### config.mk
export PLATFORM = sky130hd
export DESIGN_NAME = freq_tuning_mul
export DESIGN_NICKNAME = d
export VERILOG_FILES = /design/src/rtl/ftm_pkg.sv /design/src/rtl/ftm_step.sv /design/src/rtl/ftm_seq.sv /design/src/rtl/freq_tuning_mul.sv
export SDC_FILE = /design/constraint.sdc
export NUM_CORES = 1
export LEC_CHECK = 0
export ABC_AREA = 0
export ABC_CLOCK_PERIOD_IN_PS = 5900
export CAP_MARGIN = 20
export CELL_PAD_IN_SITES_DETAIL_PLACEMENT = 1
export CELL_PAD_IN_SITES_GLOBAL_PLACEMENT = 1
export CORE_MARGIN = 2
export CORE_UTILIZATION = 45
export DETAILED_ROUTE_END_ITERATION = 12
export HOLD_SLACK_MARGIN = 0.02
export PLACE_DENSITY_LB_ADDON = 0.1
export REMOVE_ABC_BUFFERS = 1
export SYNTH_ARGS = -nofsm -noshare
export SYNTH_HDL_FRONTEND = slang
export SYNTH_SLANG_ARGS = --single-unit
### constraint.sdc
create_clock -name clk -period 5.9 [get_ports clk]
set_input_delay 1.18 -clock clk [delete_from_list [all_inputs] [get_ports clk]]
set_output_delay 1.18 -clock clk [all_outputs]
set_load 0.02 [all_outputs]
### src/rtl/ftm_pkg.sv
package ftm_pkg;

    // Sequencer phase of the multiplier.
    typedef enum logic {
        PH_IDLE = 1'b0,
        PH_RUN  = 1'b1
    } ftm_phase_e;

endpackage

### src/rtl/ftm_step.sv
// One add-and-shift iteration: optionally adds the multiplicand into the
// upper part of the accumulator (carry lost), then shifts right by one.
module ftm_step #(
    parameter int FREQ_W = 32,
    parameter int INT_W  = 8,
    localparam int ACC_W = FREQ_W + INT_W
) (
    input  logic [ACC_W-1:0]  acc_i,
    input  logic [FREQ_W-1:0] mcand_i,
    input  logic              add_en_i,
    output logic [ACC_W-1:0]  acc_o
);

    logic [FREQ_W-1:0] upper_sum;
    logic [ACC_W-1:0]  joined;

    always_comb begin
        // Width of the sum equals the upper slice, so the carry is dropped.
        upper_sum = acc_i[ACC_W-1:INT_W] + (add_en_i ? mcand_i : '0);
        joined    = {upper_sum, acc_i[INT_W-1:0]};
        acc_o     = joined >> 1;
    end

endmodule

### src/rtl/ftm_seq.sv
// Iteration sequencer: counts the multiplier bits and issues the done pulse.
module ftm_seq
    import ftm_pkg::*;
#(
    parameter int ITERS = 32,
    localparam int CNT_W = (ITERS > 1) ? $clog2(ITERS) : 1
) (
    input  logic clk,
    input  logic rst_n,
    input  logic start_i,
    output logic step_o,
    output logic done_o
);

    typedef struct packed {
        ftm_phase_e       phase;
        logic [CNT_W-1:0] cnt;
        logic             done;
    } seq_state_t;

    seq_state_t st_d, st_q;

    always_comb begin
        st_d      = st_q;
        st_d.done = 1'b0;
        if (start_i) begin
            st_d.phase = PH_RUN;
            st_d.cnt   = '0;
        end else if (st_q.phase == PH_RUN) begin
            if (st_q.cnt == CNT_W'(ITERS - 1)) begin
                st_d.phase = PH_IDLE;
                st_d.cnt   = '0;
                st_d.done  = 1'b1;
            end else begin
                st_d.cnt = st_q.cnt + 1'b1;
            end
        end
    end

    always_ff @(posedge clk or negedge rst_n) begin
        if (!rst_n) begin
            st_q <= '{phase: PH_IDLE, cnt: '0, done: 1'b0};
        end else begin
            st_q <= st_d;
        end
    end

    assign step_o = (st_q.phase == PH_RUN) && !start_i;
    assign done_o = st_q.done;

endmodule

### src/rtl/freq_tuning_mul.sv
// Sequential frequency-to-phase-increment multiplier, scale in fixed point.
module freq_tuning_mul #(
    parameter int FREQ_W  = 32,
    parameter int SCALE_W = 32,
    parameter int FRAC_W  = 24,
    localparam int INT_W  = SCALE_W - FRAC_W,
    localparam int ACC_W  = FREQ_W + INT_W
) (
    input  logic              clk,
    input  logic              rst_n,
    input  logic              start_i,
    input  logic [FREQ_W-1:0] freq_i,
    input  logic [SCALE_W-1:0] scale_i,
    output logic              done_o,
    output logic [FREQ_W-1:0] word_o
);

    typedef struct packed {
        logic [ACC_W-1:0]   acc;
        logic [FREQ_W-1:0]  mcand;
        logic [SCALE_W-1:0] mplier;
    } dp_state_t;

    dp_state_t dp_d, dp_q;
    logic             step_en;
    logic [ACC_W-1:0] acc_next;

    ftm_seq #(
        .ITERS(SCALE_W)
    ) seq_i (
        .clk    (clk),
        .rst_n  (rst_n),
        .start_i(start_i),
        .step_o (step_en),
        .done_o (done_o)
    );

    ftm_step #(
        .FREQ_W(FREQ_W),
        .INT_W (INT_W)
    ) step_i (
        .acc_i   (dp_q.acc),
        .mcand_i (dp_q.mcand),
        .add_en_i(dp_q.mplier[0]),
        .acc_o   (acc_next)
    );

    always_comb begin
        dp_d = dp_q;
        if (start_i) begin
            dp_d.acc    = '0;
            dp_d.mcand  = freq_i;
            dp_d.mplier = scale_i;
        end else if (step_en) begin
            dp_d.acc    = acc_next;
            dp_d.mplier = dp_q.mplier >> 1;
        end
    end

    always_ff @(posedge clk or negedge rst_n) begin
        if (!rst_n) begin
            dp_q <= '0;
        end else begin
            dp_q <= dp_d;
        end
    end

    assign word_o = dp_q.acc[FREQ_W-1:0];

endmodule

==> results.toml <==
[outcome]
status = "finished, final reports clean"

[floorplanning]
row_count = 44
die_x_um = 125
initial_core_util_pct = 45.6
die_area_um2 = 15500
core-area_um2 = 14400
dieHeight_um = 125
num_io_pins = 100

[cts]
post_cts_buffers = 0
path_clk_slew_ns = 0.07
cts_made_buffers = 9
cts.path.max_buffers = 2
cts_resized = 0
cts.sinks = 110
cts-root-buf = "clkbuf_16"
tritoncts = "built"
clk-insertion-delay-late_ns = 0.36
cts_hold_buffers = 0
h-tree-depth = 3

[grt]
antenna_found_initial = 0
gr-total-overflow = 0
grt_pass1_wl_mm = 26.0
grt_pass1_vias = 5276
groute.usage.overall_pct = 20.4
grt_max_degree = 90

[route]
drt_iter0_markers = 168
via_per_inst = 5.46
antenna_left = 0
drc = 0
firstDrtPassIters = 4
vias = 4929
routed_wl_mm = 15.4
routedWlPerCell_um = 17.0

[layout]
design_area_um2 = 7760
areaGrowthSynthToFinish_pct = 18.4
utilization_pct = 54.0
layout.nets = 816
final_common_cell = "dfrtp_1"
drive_above_1_share_pct = 8.62
diodes = 0
layout_common_cells = "109 x dfrtp_1, 97 x clkdlybuf4s50_1, 56 x nand2_1, 56 x mux2i_1, 48 x nor2_1"

[power_and_ir_drop]
p_seq_share_pct = 42.9
swShare_pct = 31.3
vdd_drop_max_mv = 0.164
intPower_w = 0.00145
p_leak_nw = 3.83
p_comb_share_pct = 27.9
switchingPower_w = 0.000659
powerDensity_nw_per_um2 = 272
p_clk_share_pct = 29.2

[min_path]
whs_endpoint = "dp_q[61]"
hp-start = "dp_q[61]"
min_delay_path_depth = 1
min_path_type = "reg2reg"

[critical_path]
startpoint_type = "flip-flop"
reg2reg_to = "word_o[31]"
reg2reg_from = "dp_q[0]"
r2r_setup_slack_ns = 2.62
ff2ff_path_depth = 12
crit_required_ns = 6.16
criticalPathCategory = "reg2reg"
crit_arrival_ns = 3.54
crit_fanout = 16
end_kind = "flip-flop"

[timing]
worst_slew_pin_slew_ns = 0.874
skew_ns = 0.0107
hold_slack_ns = 0.503
rsz0062_at_grt = "false"
fmax_mhz = 304
relSlewSlack_pct = 41.8
setup_total_negative_slack_ns = 0
period_share_pct = 55.7
drv_slew = 0
setup_violations = 0
hold_viol = 0
fin_crit_ns = 3.28
worst_slack_ns = 2.62

[place]
place_area_um2 = 7440
numPortBuffers = 99
dpl.hpwl_mm = 10.9
dp_slack_ns = 2.63
gp_congestion = 0.861

[logic_synthesis]
syn_area_um2 = 6550
ys.flop_type = "dfrtp_1"
avgSynthCellArea_um2 = 9.90
ys_types = 57
async_flop_share_pct = 100
synthCells = 662
synth_warnings = 0
ys_ff_latch = 110
synth_edf_count = 0
synth_seq_area_share_pct = 42.0

[job]
maxCapViolCount = 0
[how the worst max path moves through the flow]
stage,cells past startpoint,slack (ns),start,end
floorplan,5,2.22,seq_i.st_q[6],dp_q[102]
global placement,12,2.79,dp_q[0],word_o[31]
detailed placement,12,2.63,dp_q[0],word_o[31]
CTS,12,2.60,dp_q[0],word_o[31]
global route,12,2.34,dp_q[0],word_o[31]
finish,12,2.62,dp_q[0],word_o[31]
[power groups by stage]
| stage | Clock [W] | Sequential (W) | Combinational, W |
|---|---|---|---|
| detailed placement | 0 | 0.000920 | 0.000590 |
| floorplan | 0 | 0.000938 | 0.000326 |
| global route | 0.000672 | 0.000916 | 0.000652 |
| global placement | 0 | 0.000916 | 0.000572 |
| CTS | 0.000641 | 0.000906 | 0.000595 |
| finish | 0.000616 | 0.000904 | 0.000589 |
[per-layer routing]
| metal | vias up | track usage (%) | routed length (um) |
|---|---|---|---|
| met5 | - | 0 | 0 |
| met4 | 0 | 5.68 | 189 |
| met3 | 11 | 3.87 | 567 |
| met2 | 76 | 35.0 | 7560 |
| met1 | 2423 | 26.4 | 7040 |
| li1 | 2419 | - | - |
[registers in the layout, indices dropped and copies added, names as in the netlist]
signal	cells
dp_q	71
seq_i.done_o	1
seq_i.st_q	6
word_o	32
[critical path: stages (launching register included)]
cell and delay (ns):
dfrtp_1 0.63, and2_1 0.21, ha_1 0.19, inv_1 0.07, fa_1 0.40, nand2b_1 0.22
a21oi_4 0.23, o21a_4 0.18, a21boi_2 0.08, o21ai_2 0.18, a31oi_1 0.17, or3_1 0.37
a311oi_1 0.26
[layout make-up]
class / count / area (um^2)
Clock inverter: 4 / 56.3
Timing Repair Buffer: 103 / 1040
Tap cell: 184 / 230
Fill cell: 1580 / 6610
Sequential cell: 110 / 2760
Clock buffer: 11 / 233
Multi-Input combinational cell: 481 / 3410
Inverter: 10 / 37.5
[stage by stage]
stage | instances | power [W]
3_3_place_gp | 887 | 0.00149
6_report | 903 | 0.00211
2_1_floorplan | 601 | 0.00126
3_5_place_dp | 887 | 0.00151
4_1_cts | 902 | 0.00214
5_1_grt | 903 | 0.00224
[Yosys cell counts, types with 6 or more instances]
library cell  number  area, um^2
a21o_1            18         135
a21oi_1           37         185
and2_1            34         213
and3_1             6        37.5
buf_1              8        30.0
buf_4             32         240
clkbuf_1          20        75.1
dfrtp_1          110        2750
ha_1              33         413
inv_1             10        37.5
mux2_2            32         360
mux2i_1           56         561
nand2_1           56         210
nand3_1            6        30.0
nor2_1            48         180
nor3_1            10        50.1
o211ai_1           6        45.0
o21ai_0           47         235
xnor2_1           14         123
[kinds of logic after synthesis]
kind of cell | synth area share [%]
and+or+nand+nor | 14.5
AOI/OAI and AO/OA | 14.5
DFF | 42.0
muxes | 14.1
buffers and inverters | 5.92
adders and majority gates | 6.61
xor gates and xnor gates | 2.41
Power figures use the tool's default switching activity.
